$ cat src/rtl/irux_status_ctrl.sv
module irux_status_ctrl #(
  parameter int DW = 8,
  parameter int RW = 16,
  parameter int AW = 3
) (
  input  logic          clk,
  input  logic          rst_n,
  input  logic          reg_we,
  input  logic          reg_re,
  input  logic [AW-1:0] reg_addr,
  input  logic [RW-1:0] reg_wdata,
  output logic [RW-1:0] reg_rdata,
  input  logic          rx_stb,
  input  logic [DW-1:0] rx_byte,
  input  logic          rx_perr,
  input  logic          rx_ferr,
  output logic          tx_start,
  output logic [DW-1:0] tx_byte,
  input  logic          sh_done,
  output logic          irq
);
  localparam logic [AW-1:0] A_CTRL = AW'(0);
  localparam logic [AW-1:0] A_STAT = AW'(1);
  localparam logic [AW-1:0] A_ELOG = AW'(2);
  localparam logic [AW-1:0] A_TXD  = AW'(3);
  localparam logic [AW-1:0] A_RXD  = AW'(4);
  localparam logic [AW-1:0] A_MASK = AW'(5);
  localparam int NFLAG = 7;

  logic          tx_en_q, rx_en_q;
  logic          tx_empty_q, sh_empty_q;
  logic          rx_full_q, perr_q, ferr_q, ovr_q;
  logic [3:0]    elog_q;
  logic [3:0]    mask_q;
  logic [DW-1:0] rx_buf_q, tx_buf_q;
  logic          irq_q;

  wire wr_ctrl = reg_we && reg_addr == A_CTRL;
  wire wr_elog = reg_we && reg_addr == A_ELOG;
  wire wr_txd  = reg_we && reg_addr == A_TXD;
  wire wr_mask = reg_we && reg_addr == A_MASK;
  wire rd_rx   = reg_re && reg_addr == A_RXD;
  wire tx_clr  = wr_ctrl && reg_wdata[2];
  wire rx_acc  = rx_stb && rx_en_q;
  wire rx_take = rx_acc && (!rx_full_q || rd_rx);
  wire rx_lost = rx_acc && rx_full_q && !rd_rx;
  wire sum_err = perr_q | ferr_q | ovr_q;

  wire [NFLAG-1:0] flags = {sum_err, ovr_q, ferr_q, perr_q, rx_full_q, sh_empty_q, tx_empty_q};
  wire [3:0] ev_err = {rx_lost || (rx_take && (rx_perr || rx_ferr)), rx_lost,
                       rx_take && rx_ferr, rx_take && rx_perr};

  assign tx_start = tx_en_q && !tx_empty_q && sh_empty_q;
  assign tx_byte  = tx_buf_q;
  assign irq      = irq_q;

  always_ff @(posedge clk) begin
    if (!rst_n) begin
      tx_en_q <= 1'b0;
      rx_en_q <= 1'b0;
      mask_q  <= '0;
    end else begin
      if (wr_ctrl) begin
        tx_en_q <= reg_wdata[0];
        rx_en_q <= reg_wdata[1];
      end
      if (wr_mask) mask_q <= {reg_wdata[6], reg_wdata[2:0]};
    end
  end

  always_ff @(posedge clk) begin
    if (!rst_n) begin
      tx_empty_q <= 1'b1;
      sh_empty_q <= 1'b1;
      tx_buf_q   <= '0;
    end else begin
      if (tx_clr || tx_start) tx_empty_q <= 1'b1;
      else if (wr_txd && tx_empty_q) begin
        tx_empty_q <= 1'b0;
        tx_buf_q   <= reg_wdata[DW-1:0];
      end
      if (tx_start) sh_empty_q <= 1'b0;
      else if (sh_done) sh_empty_q <= 1'b1;
    end
  end

  always_ff @(posedge clk) begin
    if (!rst_n) begin
      rx_full_q <= 1'b0;
      perr_q    <= 1'b0;
      ferr_q    <= 1'b0;
      ovr_q     <= 1'b0;
      rx_buf_q  <= '0;
    end else if (rx_take) begin
      rx_full_q <= 1'b1;
      rx_buf_q  <= rx_byte;
      perr_q    <= rx_perr;
      ferr_q    <= rx_ferr;
      ovr_q     <= 1'b0;
    end else if (rx_lost) begin
      ovr_q <= 1'b1;
    end else if (rd_rx) begin
      rx_full_q <= 1'b0;
      perr_q    <= 1'b0;
      ferr_q    <= 1'b0;
      ovr_q     <= 1'b0;
    end
  end

  always_ff @(posedge clk) begin
    if (!rst_n) elog_q <= '0;
    else elog_q <= ((wr_elog && reg_wdata == '0) ? 4'b0 : elog_q) | ev_err;
  end

  always_ff @(posedge clk) begin
    if (!rst_n) irq_q <= 1'b0;
    else irq_q <= |(mask_q & {sum_err, rx_full_q, sh_empty_q, tx_empty_q});
  end

  always_comb begin
    reg_rdata = '0;
    case (reg_addr)
      A_CTRL: reg_rdata[1:0] = {rx_en_q, tx_en_q};
      A_STAT: reg_rdata[NFLAG-1:0] = flags;
      A_ELOG: reg_rdata[6:3] = elog_q;
      A_TXD:  reg_rdata[DW-1:0] = tx_buf_q;
      A_RXD:  reg_rdata[DW-1:0] = rx_buf_q;
      A_MASK: begin
        reg_rdata[2:0] = mask_q[2:0];
        reg_rdata[6]   = mask_q[3];
      end
      default: reg_rdata = '0;
    endcase
  end

  a_r5_overrun_keeps_byte: assert property (@(posedge clk) disable iff (!rst_n)
    rx_acc && rx_full_q && !rd_rx |=> ovr_q && rx_full_q && $stable(rx_buf_q));
  a_r7_read_clears: assert property (@(posedge clk) disable iff (!rst_n)
    rd_rx && !rx_acc |=> !rx_full_q && !perr_q && !ferr_q && !ovr_q);
  a_r10_handoff: assert property (@(posedge clk) disable iff (!rst_n)
    tx_start |=> tx_empty_q && !sh_empty_q && !tx_start);
  a_r11_clear_empties: assert property (@(posedge clk) disable iff (!rst_n)
    tx_clr |=> tx_empty_q);
  a_r12_irq_quiet: assert property (@(posedge clk) disable iff (!rst_n)
    mask_q == 4'b0 |=> !irq);
  a_r4_rx_off_stable: assert property (@(posedge clk) disable iff (!rst_n)
    !rx_en_q |=> $stable(rx_buf_q));
  a_r8_log_sticky: assert property (@(posedge clk) disable iff (!rst_n)
    !(wr_elog && reg_wdata == '0) |=> (elog_q & $past(elog_q)) == $past(elog_q));
endmodule

$ cat config.mk
export PLATFORM = sky130hd
export DESIGN_NAME = irux_status_ctrl
export DESIGN_NICKNAME = d
export VERILOG_FILES = /design/src/rtl/irux_status_ctrl.sv
export SDC_FILE = /design/constraint.sdc
export NUM_CORES = 1
export LEC_CHECK = 0
export ABC_AREA = 0
export BUFFER_PORTS_ARGS = -buffer_cell sky130_fd_sc_hd__buf_2
export CORE_MARGIN = 2
export CORE_UTILIZATION = 40
export DETAILED_ROUTE_END_ITERATION = 7
export PLACE_DENSITY = 0.76
export SYNTH_ARGS = -nofsm -noshare
export SYNTH_HDL_FRONTEND = slang
export SYNTH_SLANG_ARGS = --single-unit
$ cat constraint.sdc
create_clock -name clk -period 1.6 [get_ports clk]
set_clock_uncertainty 0.1 [all_clocks]
set_input_delay 0.32 -clock clk [delete_from_list [all_inputs] [get_ports clk]]
set_output_delay 0.32 -clock clk [all_outputs]
set_load 0.05 [all_outputs]
Word-level counts from Yosys, hierarchy flattened
Index checks and enable logic that the tools add are counted.
Widths: inputs -> output; s select.
{ "totals": {"elab_cells": 73, "out_inout_bits": 26, "regBits": 33} }
{ "classes": {"eq_ne": 6, "reduce_logical": 34, "muxes": 14, "bitwise": 6} }
{ "op_table": {"columns": ["operator", "count"], "rows": [
  ["$logic_and 1x1->1", 17],
  ["$logic_not 16->1", 1],
  ["$pmux 3 s4", 1],
  ["$pmux 2 s5", 1],
  ["$mux 1", 8],
  ["$eq 3x2->1 const B", 2],
  ["$eq 3x3->1 const B", 2],
  ["$reduce_bool 2->1", 3],
  ["$pmux 1 s5", 1],
  ["$and 4x4->4", 1],
  ["$logic_or 1x1->1", 4],
  ["$mux 4", 1],
  ["$or 4x4->4", 1],
  ["$pmux 1 s4", 1],
  ["$reduce_and 2->1", 2],
  ["$reduce_or 2->1", 2],
  ["$reduce_or 4->1", 1],
  ["$eq 3x1->1 const B", 1],
  ["$logic_not 1->1", 3],
  ["$logic_not 3->1", 1],
  ["$ne 2x2->1 const B", 1],
  ["$not 1->1", 2],
  ["$or 1x1->1", 2],
  ["$pmux 1 s2", 1]
]} }

Longest topological paths before layout
Gate-level depths: netlist of run 1.
{ "logic_depth": {"ltp_word": 7, "ltp_mapped": 5, "mapped_depth_nobuf": 4} }

Worst setup path after synthesis of run 1
OpenSTA, ideal clock, no wires.
{ "synth_path": {"path_kind": "input to output", "startpoint": "input reg_addr[1]", "endpoint": "output reg_rdata[1]", "required_ns": 1.180, "arrival_time_ns": 1.892, "slack_ns": -0.712, "stages": 3, "cell_sequence": "buf_4 > clkbuf_1 > o31ai_1"} }
{ "synth_via": {"elab_chain_cells": 2, "elab_cells_between_ends": 6, "cone_classes": "4 x eq/ne; 1 x mux; 1 x reduce/logical"} }
{ "synth_lines": {"columns": ["element", "line", "source"], "rows": [
  ["start, declared", "10", "input logic [AW-1:0] reg_addr,"],
  ["$eq 3x3->1 (tied with other cells)", "122", "case (reg_addr)"],
  ["$pmux 2 s5 *", "122", null],
  ["end, declared", "12", "output logic [RW-1:0] reg_rdata,"]
]} }
Mark *: on every way between the ends. The rest lies on a longest branch, timed or not.

Worst setup path after layout of run 1
{ "layout_path": {"startpoint": "register ferr_q", "endpoint": "output reg_rdata[6]"} }
{ "layout_via": {"elab_chain_cells": 3} }
{ "layout_lines": {"columns": ["element", "line", "source"], "rows": [
  ["start, declared", "32", "logic rx_full_q, perr_q, ferr_q, ovr_q;"],
  ["start signal, assigned", "98", "ferr_q <= rx_ferr;"],
  ["$or 1x1->1 (2 in a row)", "47", "wire sum_err = perr_q | ferr_q | ovr_q;"],
  ["$pmux 1 s5", "122", null]
]} }
Every way passes these cells.

==> results of run 1 <==
## worst min-delay path, cell delays in order
cell	delay [ns]
buf_2	0.07
nand3_1	0.05
o21ai_1	0.06
## state kept, by name (all words and copies together) (netlist names)
name        flops
elog_q          4
ferr_q          1
irq             1
mask_q          4
ovr_q           1
perr_q          1
rx_buf_q        8
rx_en_q         1
rx_full_q       1
sh_empty_q      1
tx_byte         8
tx_empty_q      1
tx_en_q         1
## cell type report
type	count	area, sq um	area share (%)
multi-input combinational	133	1090	40.2
timing repair buffer	99	788	28.9
sequential	33	682	25.0
clock buffer	7	86.3	3.17
tap	50	62.6	2.30
inverter	3	11.3	0.413
## stage by stage
stage	area, sq um	worst slack, ns	setup TNS (ns)	instances
2_1_floorplan	1800	-0.0389	-0.104	187
3_3_place_gp	2330	-0.298	-3.39	309
3_5_place_dp	2330	-0.273	-3.94	309
4_1_cts	2570	-0.386	-1.24	321
5_1_grt	2730	-0.386	-1.24	325
6_report	2730	-0.319	-0.859	325
## cell families (layout without fill, tap and decap cells)
logic type | count (synthesis) | after routing | share of synthesized area, %
and+or+nand+nor | 64 | 64 | 22.7
AOI/OAI and AO/OA | 39 | 39 | 16.1
DFF | 33 | 33 | 39.8
buffers and inverters | 21 | 109 | 7.08
other | 1 | 8 | 0.226
muxes | 22 | 22 | 14.1
## power groups by stage
stage | Sequential, mW | Combinational (mW) | Clock, mW
after floorplan | 0.876 | 0.191 | 0
after global placement | 0.860 | 0.324 | 0
after detailed placement | 0.861 | 0.327 | 0
after CTS | 0.843 | 0.360 | 0.646
after global routing | 0.843 | 0.414 | 0.677
final | 0.843 | 0.392 | 0.638
## cell usage in the layout (no fill, tap or decap), drive strengths merged, types with 3 or more instances in the layout
cell type	count
conb	8
mux2i	20
nand3	12
clkbuf	7
inv	3
nor2b	18
buf	99
nand2	14
o21ai	11
nor4	3
o22ai	4
a22oi	6
dfxtp	33
a21oi	4
## timing repair
item / 4_1_cts / 5_1_grt
resized for setup: 35 / 37
endpoints found under the setup margin: 9 / 10
pin swaps: 7 / 8
gates cloned: 0 / 0
endpoints found under the hold margin: 0 / 0
buffers inserted: 5 / 4
## final timing paths
kind	slack, ns	endpoint
worst max-delay path	-0.32	reg_rdata[6]
worst min-delay path	0.15	rx_buf_q[7]
worst max register to register	0.13	elog_q[3]
worst min register to register	0.35	rx_buf_q[7]
## routing by layer
layer / share of wire, % / vias up
met4: 2.6 / 0
met5: 0 / -
li1: - / 833
met2: 51 / 48
met1: 42 / 827
met3: 3.9 / 12
==> results.cfg, run 1 <==
[outcome]
status = finished, violations left
violations = setup timing

[layout]
layout-drive-gt1-share_pct = 54.5
nets = 310
num_antenna_cells = 0
fillCellCount = 317
area_growth_pct = 64.0
utilization_pct = 68.1

[timing]
fin_crit_sh_pct = 120
fin_hold_ws_ns = 0.149
setup_viol = 8
fin_ws_ns = -0.319
grt_setup_unrepaired = yes
hold_viol_final = 0
slew_violations = 0
fmax_mhz = 521
layout_min_cycle_time_ns = 1.92

[yosys]
synth.area.top_cells = dfxtp_1 (40%), mux2i_1 (12%), nor2b_1 (6.8%), buf_4 (4.1%), nand3_1 (3.6%)
post-synth-top-area-cell = dfxtp_1
yosysUniqueCellTypes = 44
synth_seq_area_share_pct = 39.8
synth-main-ff-cell = dfxtp_1
synthMostInstantiatedCell = dfxtp_1
async_flop_share_pct = 0
synth_area_sq_mm = 0.00166
netlist_instances = 180
postSynthAreaPerCell_sq_um = 9.23
netlist.area_leader.share_pct = 39.8
synth_edf_count = 0
yosysWarnings = 0
synth_common_cells = dfxtp_1 (33), mux2i_1 (20), nor2b_1 (18)
ys_seq_elements = 33

[flow_run]
max_cap_violations = 0

[clocking]
cts_tree = yes
clock-root-buffer = clkbuf_8
numCtsBuffers = 5
cts_hold_buf = 0
cts.htree.levels = 2
cts_max_path_buffers = 2
insertion_delay_ns = 0.29
clkTransAtPathRegs_ns = 0.06
cts.sinks = 33

[worst_hold_path]
holdPathStages = 3
hold_start = rx_byte[7]
hold_class = primary input to flop

[worst_setup_path]
reg2reg_depth = 5
crit_arrival_ns = 1.50
crit_path_max_incr_delay_ns = 0.33
start_kind = flop
crit_buf_inv = 2
cp_top_family = flip-flops
critical_path.reg2reg.startpoint = rx_full_q
crit_chain = nor4_2 -> a21oi_1 -> a221oi_2 -> buf_4 -> nor2_4 -> buf_6
critical_path_class = flop to output port
end_kind = output port
crit_required_ns = 1.18
cp.depth = 6
cp-startpoint = ferr_q
slowest_stage = dfxtp_2
crit_path_max_fanout = 2

[floorplanning]
die_width_um = 68.5
pin_count = 61
die_h_um = 68.5
start_util_pct = 41.5
rows = 23
core_sq_mm = 0.00400
dieArea_sq_mm = 0.00469

[power_and_ir_drop]
p_per_area_mw_per_mm2 = 687
comb_power_share_pct = 20.9
sw_frac_of_total_pct = 27.8
p_clk_share_pct = 34.1
seqPwrFrac_pct = 45.0
p_leak_nw = 1.21
irDropWorstVdd_mv = 0.489
internal_power_mw = 1.35
finalPower_mw = 1.87
power.switching_mw = 0.521

[global_routing]
groute.layer.met2.usage_pct = 35.7
grt_max_degree = 21
met3_usage_pct = 4.44
grt_pass1_vias = 1594
grt_antenna_before_repair = 0
grt_pass1_wl_um = 7340
grt-ovfl-total = 0
grt_use_total_pct = 21.8
top_usage_layer = met2
grtUsageMet1_pct = 26.4

[routing]
num_vias = 1720
drt-initial-drc-count = 98
drc = 0
wl_um = 5240
routed_via_density = 5.29
dr.pass1.iters = 4
ant_nets = 0
detail_route.wl_per_cell_um = 16.1

[placed_design]
dp_hpwl_um = 3590
port_buffers = 52
place.gp.congestion = 0.856
Power figures use the tool's default switching activity.
==> run 2: changes to the inputs <==
--- a/config.mk
+++ b/config.mk
@@ -10,7 +10,8 @@
 export CORE_MARGIN = 2
 export CORE_UTILIZATION = 40
 export DETAILED_ROUTE_END_ITERATION = 7
-export PLACE_DENSITY = 0.76
+export MAX_ROUTING_LAYER = met4
+export PLACE_DENSITY = 0.71
 export SYNTH_ARGS = -nofsm -noshare
 export SYNTH_HDL_FRONTEND = slang
 export SYNTH_SLANG_ARGS = --single-unit
==> run 2 against run 1 <==
Effect of this change: the run still ends with setup timing left; sequential power is essentially flat; non-clock buffer count is 5 lower; sequential share of layout area up 0.86 points; critical path depth stayed put; setup slack gained 0.025 ns; cell area fell by 3.5%; sequential cell count unchanged; die area unchanged; critical endpoint unchanged; largest power group unchanged.
==> results.cfg, run 2 (synthesis results as in run 1) <==
[routing]
wl_um = 4840
drc = 0
num_vias = 1667
ant_nets = 0
drt-initial-drc-count = 58
dr.pass1.iters = 5
detail_route.wl_per_cell_um = 15.1
routed_via_density = 5.19

[power_and_ir_drop]
comb_power_share_pct = 18.9
power.switching_mw = 0.524
p_clk_share_pct = 36.8
p_leak_nw = 1.18
p_per_area_mw_per_mm2 = 723
seqPwrFrac_pct = 44.3
irDropWorstVdd_mv = 0.581
internal_power_mw = 1.38
sw_frac_of_total_pct = 27.6

[timing]
fin_hold_ws_ns = 0.154
layout_min_cycle_time_ns = 1.89
slew_violations = 0
setup_viol = 8
hold_viol_final = 0
fin_ws_ns = -0.294
fin_crit_sh_pct = 118
grt_setup_unrepaired = yes
tns_ns = -0.772
fmax_mhz = 528

[layout]
final_common_cell = buf_2
num_antenna_cells = 0
final_cell_mix = buf_2 (41), buf_4 (36), mux2i_1 (19), dfxtp_1 (19), nor2b_1 (16)
layout-drive-gt1-share_pct = 52.8
area_growth_pct = 58.3
nets = 305

[worst_setup_path]
crit_path_max_fanout = 2
crit_arrival_ns = 1.47
crit_required_ns = 1.18
end_kind = output port
critical_path_class = flop to output port
start_kind = flop

[clocking]
insertion_delay_ns = 0.29
clock-root-buffer = clkbuf_8
cts.htree.levels = 2
cts.sinks = 33
cts_tree = yes
clkTransAtPathRegs_ns = 0.06
numCtsBuffers = 5
cts_max_path_buffers = 2

[flow_run]
max_cap_violations = 0

[floorplanning]
core_sq_mm = 0.00400
dieArea_sq_mm = 0.00469
die_h_um = 68.5
start_util_pct = 41.5
die_width_um = 68.5
pin_count = 61
rows = 23

[global_routing]
grt_antenna_before_repair = 0
grt_max_degree = 19
grt-ovfl-total = 0
grt_pass1_vias = 1501
grt_use_total_pct = 21.6
grt_pass1_wl_um = 7000

[placed_design]
place.gp.congestion = 0.841
dp_hpwl_um = 3580
port_buffers = 52

[outcome]
status = finished, violations left
violations = setup timing

[worst_hold_path]
hold_class = primary input to flop
-- run 2: changes by cell type in the layout (fill, tap and decap cells not counted), sizes merged --
cell and change:
buf -5, clkinv +1
-- run 2: cell type report --
cell class,instances,area (sq um)
clock buffer,7,96.3
clock inverter,1,5.00
fill,321,1370
inverter,3,11.3
multi-input combinational,133,1070
sequential,33,681
tap,50,62.6
timing repair buffer,94,704
-- run 2: worst paths after layout --
check	end	cells after the start	slack [ns]	from
max	reg_rdata[6]	6	-0.29	perr_q
max reg2reg	elog_q[3]	4	0.24	rx_full_q
min	rx_buf_q[4]	3	0.15	rx_byte[4]
min reg2reg	rx_buf_q[7]	2	0.37	rx_buf_q[7]
-- run 2: power groups by stage --
stage               registers [mW]  clock network, mW  logic (mW)
floorplan                    0.876                  0       0.191
global placement             0.861                  0       0.322
detailed placement           0.860                  0       0.326
CTS                          0.843              0.712       0.339
global route                 0.843              0.751       0.382
finish                       0.842              0.701       0.359
-- run 2: worst max-delay path, stage by stage (launching register included) --
cell and delay (ns):
dfxtp_2 0.34, nor4_4 0.26, a21oi_2 0.06, a221oi_2 0.21
buf_4 0.15, nor2_4 0.03, buf_6 0.15
-- run 2: what timing repair did --
item	in CTS	in global routing
hold buffers	0	0
pin swaps	5	9
gates resized for setup	26	30
buffers inserted	0	3
gates cloned	0	0
endpoints found under the setup margin	9	9
-- run 2: metrics by stage --
stage	setup WS (ns)	utilization (%)	total power, mW	instance area [sq um]	cells
global route	-0.383	65.7	1.98	2630	321
floorplan	-0.0389	-	1.07	1800	187
detailed placement	-0.270	58.5	1.19	2340	310
finish	-0.294	65.7	1.90	2630	321
CTS	-0.380	62.7	1.89	2510	318
global placement	-0.254	58.5	1.18	2340	310
-- run 2: layer usage --
| metal | vias up | share of wire [%] | track usage [%] |
|---|---|---|---|
| li1 | 820 | - | - |
| met1 | 798 | 44 | 25.3 |
| met2 | 43 | 51 | 35.5 |
| met3 | 6 | 4.2 | 5.92 |
| met4 | 0 | 1.6 | 7.50 |
| met5 | - | 0 | - |
==> run 3: changes to the inputs <==
==> constraint.sdc (replaced) <==
create_clock -name clk -period 1.6 [get_ports clk]
set_clock_uncertainty 0.1 [all_clocks]
set_input_delay 0.08 -clock clk [delete_from_list [all_inputs] [get_ports clk]]
set_output_delay 0.08 -clock clk [all_outputs]
set_load 0.05 [all_outputs]
==> run 3 against run 2 <==
Effect of this change: the run still ends with setup timing left; combinational power is 12% lower; sequential share of layout area increased by 2.4 points; die area unchanged; setup slack better by 0.29 ns; utilization is 6.8 points lower; maximum frequency grew 18%; via count shrank 5.9%.
==> results.cfg, run 3 (synthesis results as in run 1) <==
[timing]
fin_ws_ns = -0.00182
fmax_mhz = 624
setup_viol = 1
layout_min_cycle_time_ns = 1.60
fin_crit_sh_pct = 100
slew_violations = 0
grt_setup_unrepaired = yes
hold_viol_final = 0

[worst_setup_path]
crit_required_ns = 1.42
critical_path_class = flop to output port
crit_path_max_fanout = 3
timing.rr.end = elog_q[3]
start_kind = flop
reg2reg_depth = 3
end_kind = output port
crit_arrival_ns = 1.42
ff2ff_setup_slack_ns = 0.36
critical_path.reg2reg.startpoint = rx_full_q

[layout]
fillCellCount = 389
final_cell_mix = buf_2 (48), dfxtp_1 (29), mux2i_1 (20)
area_growth_pct = 41.9
multi_input_area_sq_um = 970
nets = 295
num_antenna_cells = 0
design_area_sq_mm = 0.00236
layout-drive-gt1-share_pct = 35.1
utilization_pct = 59.0
final_common_cell = buf_2
ff_latch_area_sq_um = 668

[placed_design]
dp_hpwl_um = 3210
port_buffers = 52
place.gp.congestion = 0.804
place_area_sq_mm = 0.00205

[clocking]
insertion_delay_ns = 0.28
clock-root-buffer = clkbuf_8
cts.htree.levels = 2
numCtsBuffers = 5
cts.sinks = 33
clkTransAtPathRegs_ns = 0.06
cts_tree = yes
cts_max_path_buffers = 2

[routing]
wl_um = 4280
drt-initial-drc-count = 74
drc = 0
ant_nets = 0
num_vias = 1568
dr.pass1.iters = 4
detail_route.wl_per_cell_um = 13.8
routed_via_density = 5.07

[worst_hold_path]
hold-path-endpoint = tx_byte[2]
hold_class = primary input to flop
hold_start = reg_wdata[2]
holdPathStages = 3

[power_and_ir_drop]
sw_frac_of_total_pct = 27.2
seqPwrFrac_pct = 49.0
p_leak_nw = 1.06
internal_power_mw = 1.25
irDropWorstVdd_mv = 0.459
comb_power_share_pct = 18.4
p_per_area_mw_per_mm2 = 730
finalPower_mw = 1.72
power.switching_mw = 0.467
p_clk_share_pct = 32.5

[floorplanning]
rows = 23
die_width_um = 68.5
core_sq_mm = 0.00400
die_h_um = 68.5
pin_count = 61
start_util_pct = 41.5
dieArea_sq_mm = 0.00469

[flow_run]
max_cap_violations = 0

[global_routing]
grt_max_degree = 23
grt_pass1_wl_um = 6910
grt-ovfl-total = 0
grt_use_total_pct = 20.9
grt_antenna_before_repair = 0
grt_pass1_vias = 1464

[outcome]
status = finished, violations left
violations = setup timing
-- run 3: per-stage QoR --
step / cells / TNS (ns) / hold slack [ns] / setup WS, ns
after global routing: 309 / -0.0507 / 0.0367 / -0.0507
final: 309 / -0.00182 / 0.0130 / -0.00182
after global placement: 285 / 0 / 0.205 / 0.0474
after detailed placement: 285 / 0 / 0.208 / 0.0361
after floorplan: 187 / 0 / 0.117 / 0.0273
after CTS: 308 / -0.00467 / 0.00592 / -0.00467
-- run 3: critical path, stage by stage, from the launching register on --
cell and delay (ns):
dfxtp_4 0.36, nor4_4 0.28, a21oi_2 0.05, a221oi_2 0.23
nor2_2 0.06, buf_6 0.15
-- run 3: how the worst max path moves through the flow --
stage                   end         start  slack (ns)  cells past startpoint
3_5_place_dp      elog_q[0]  reg_wdata[7]        0.04                      5
5_1_grt        reg_rdata[6]        perr_q       -0.05                      5
6_report       reg_rdata[6]        perr_q      -0.002                      5
2_1_floorplan  reg_rdata[6]    tx_byte[6]        0.03                      3
3_3_place_gp      elog_q[1]  reg_wdata[7]        0.05                      5
4_1_cts        reg_rdata[6]        ferr_q      -0.005                      5
-- run 3: per-layer routing --
layer	vias to the layer above	global-route usage (%)	wire (um)
met2	45	32.1	1950
met5	-	-	0
met3	7	5.43	197
li1	804	-	-
met1	712	26.4	2070
met4	0	7.50	65
-- run 3: layout make-up --
cell class	count	share of cell area, %
Multi-Input combinational cell	133	41.1
Clock inverter	1	0.212
Tap cell	50	2.65
Inverter	3	0.477
Clock buffer	5	2.92
Timing Repair Buffer	84	24.3
Sequential cell	33	28.3
-- run 3: power by group through the flow --
stage	sequential (mW)	clock, mW	combinational [mW]
5_1_grt	0.844	0.613	0.342
4_1_cts	0.845	0.580	0.310
2_1_floorplan	0.876	0	0.174
3_5_place_dp	0.863	0	0.272
3_3_place_gp	0.862	0	0.271
6_report	0.844	0.559	0.317
-- run 3: what timing repair did --
| item | CTS | global route |
|---|---|---|
| pin swaps | 2 | 2 |
| buffers inserted | 0 | 1 |
| setup endpoints to repair | 3 | 4 |
| gates resized for setup | 8 | 8 |
| endpoints found under the hold margin | 17 | 0 |
| hold buffers | 17 | 0 |
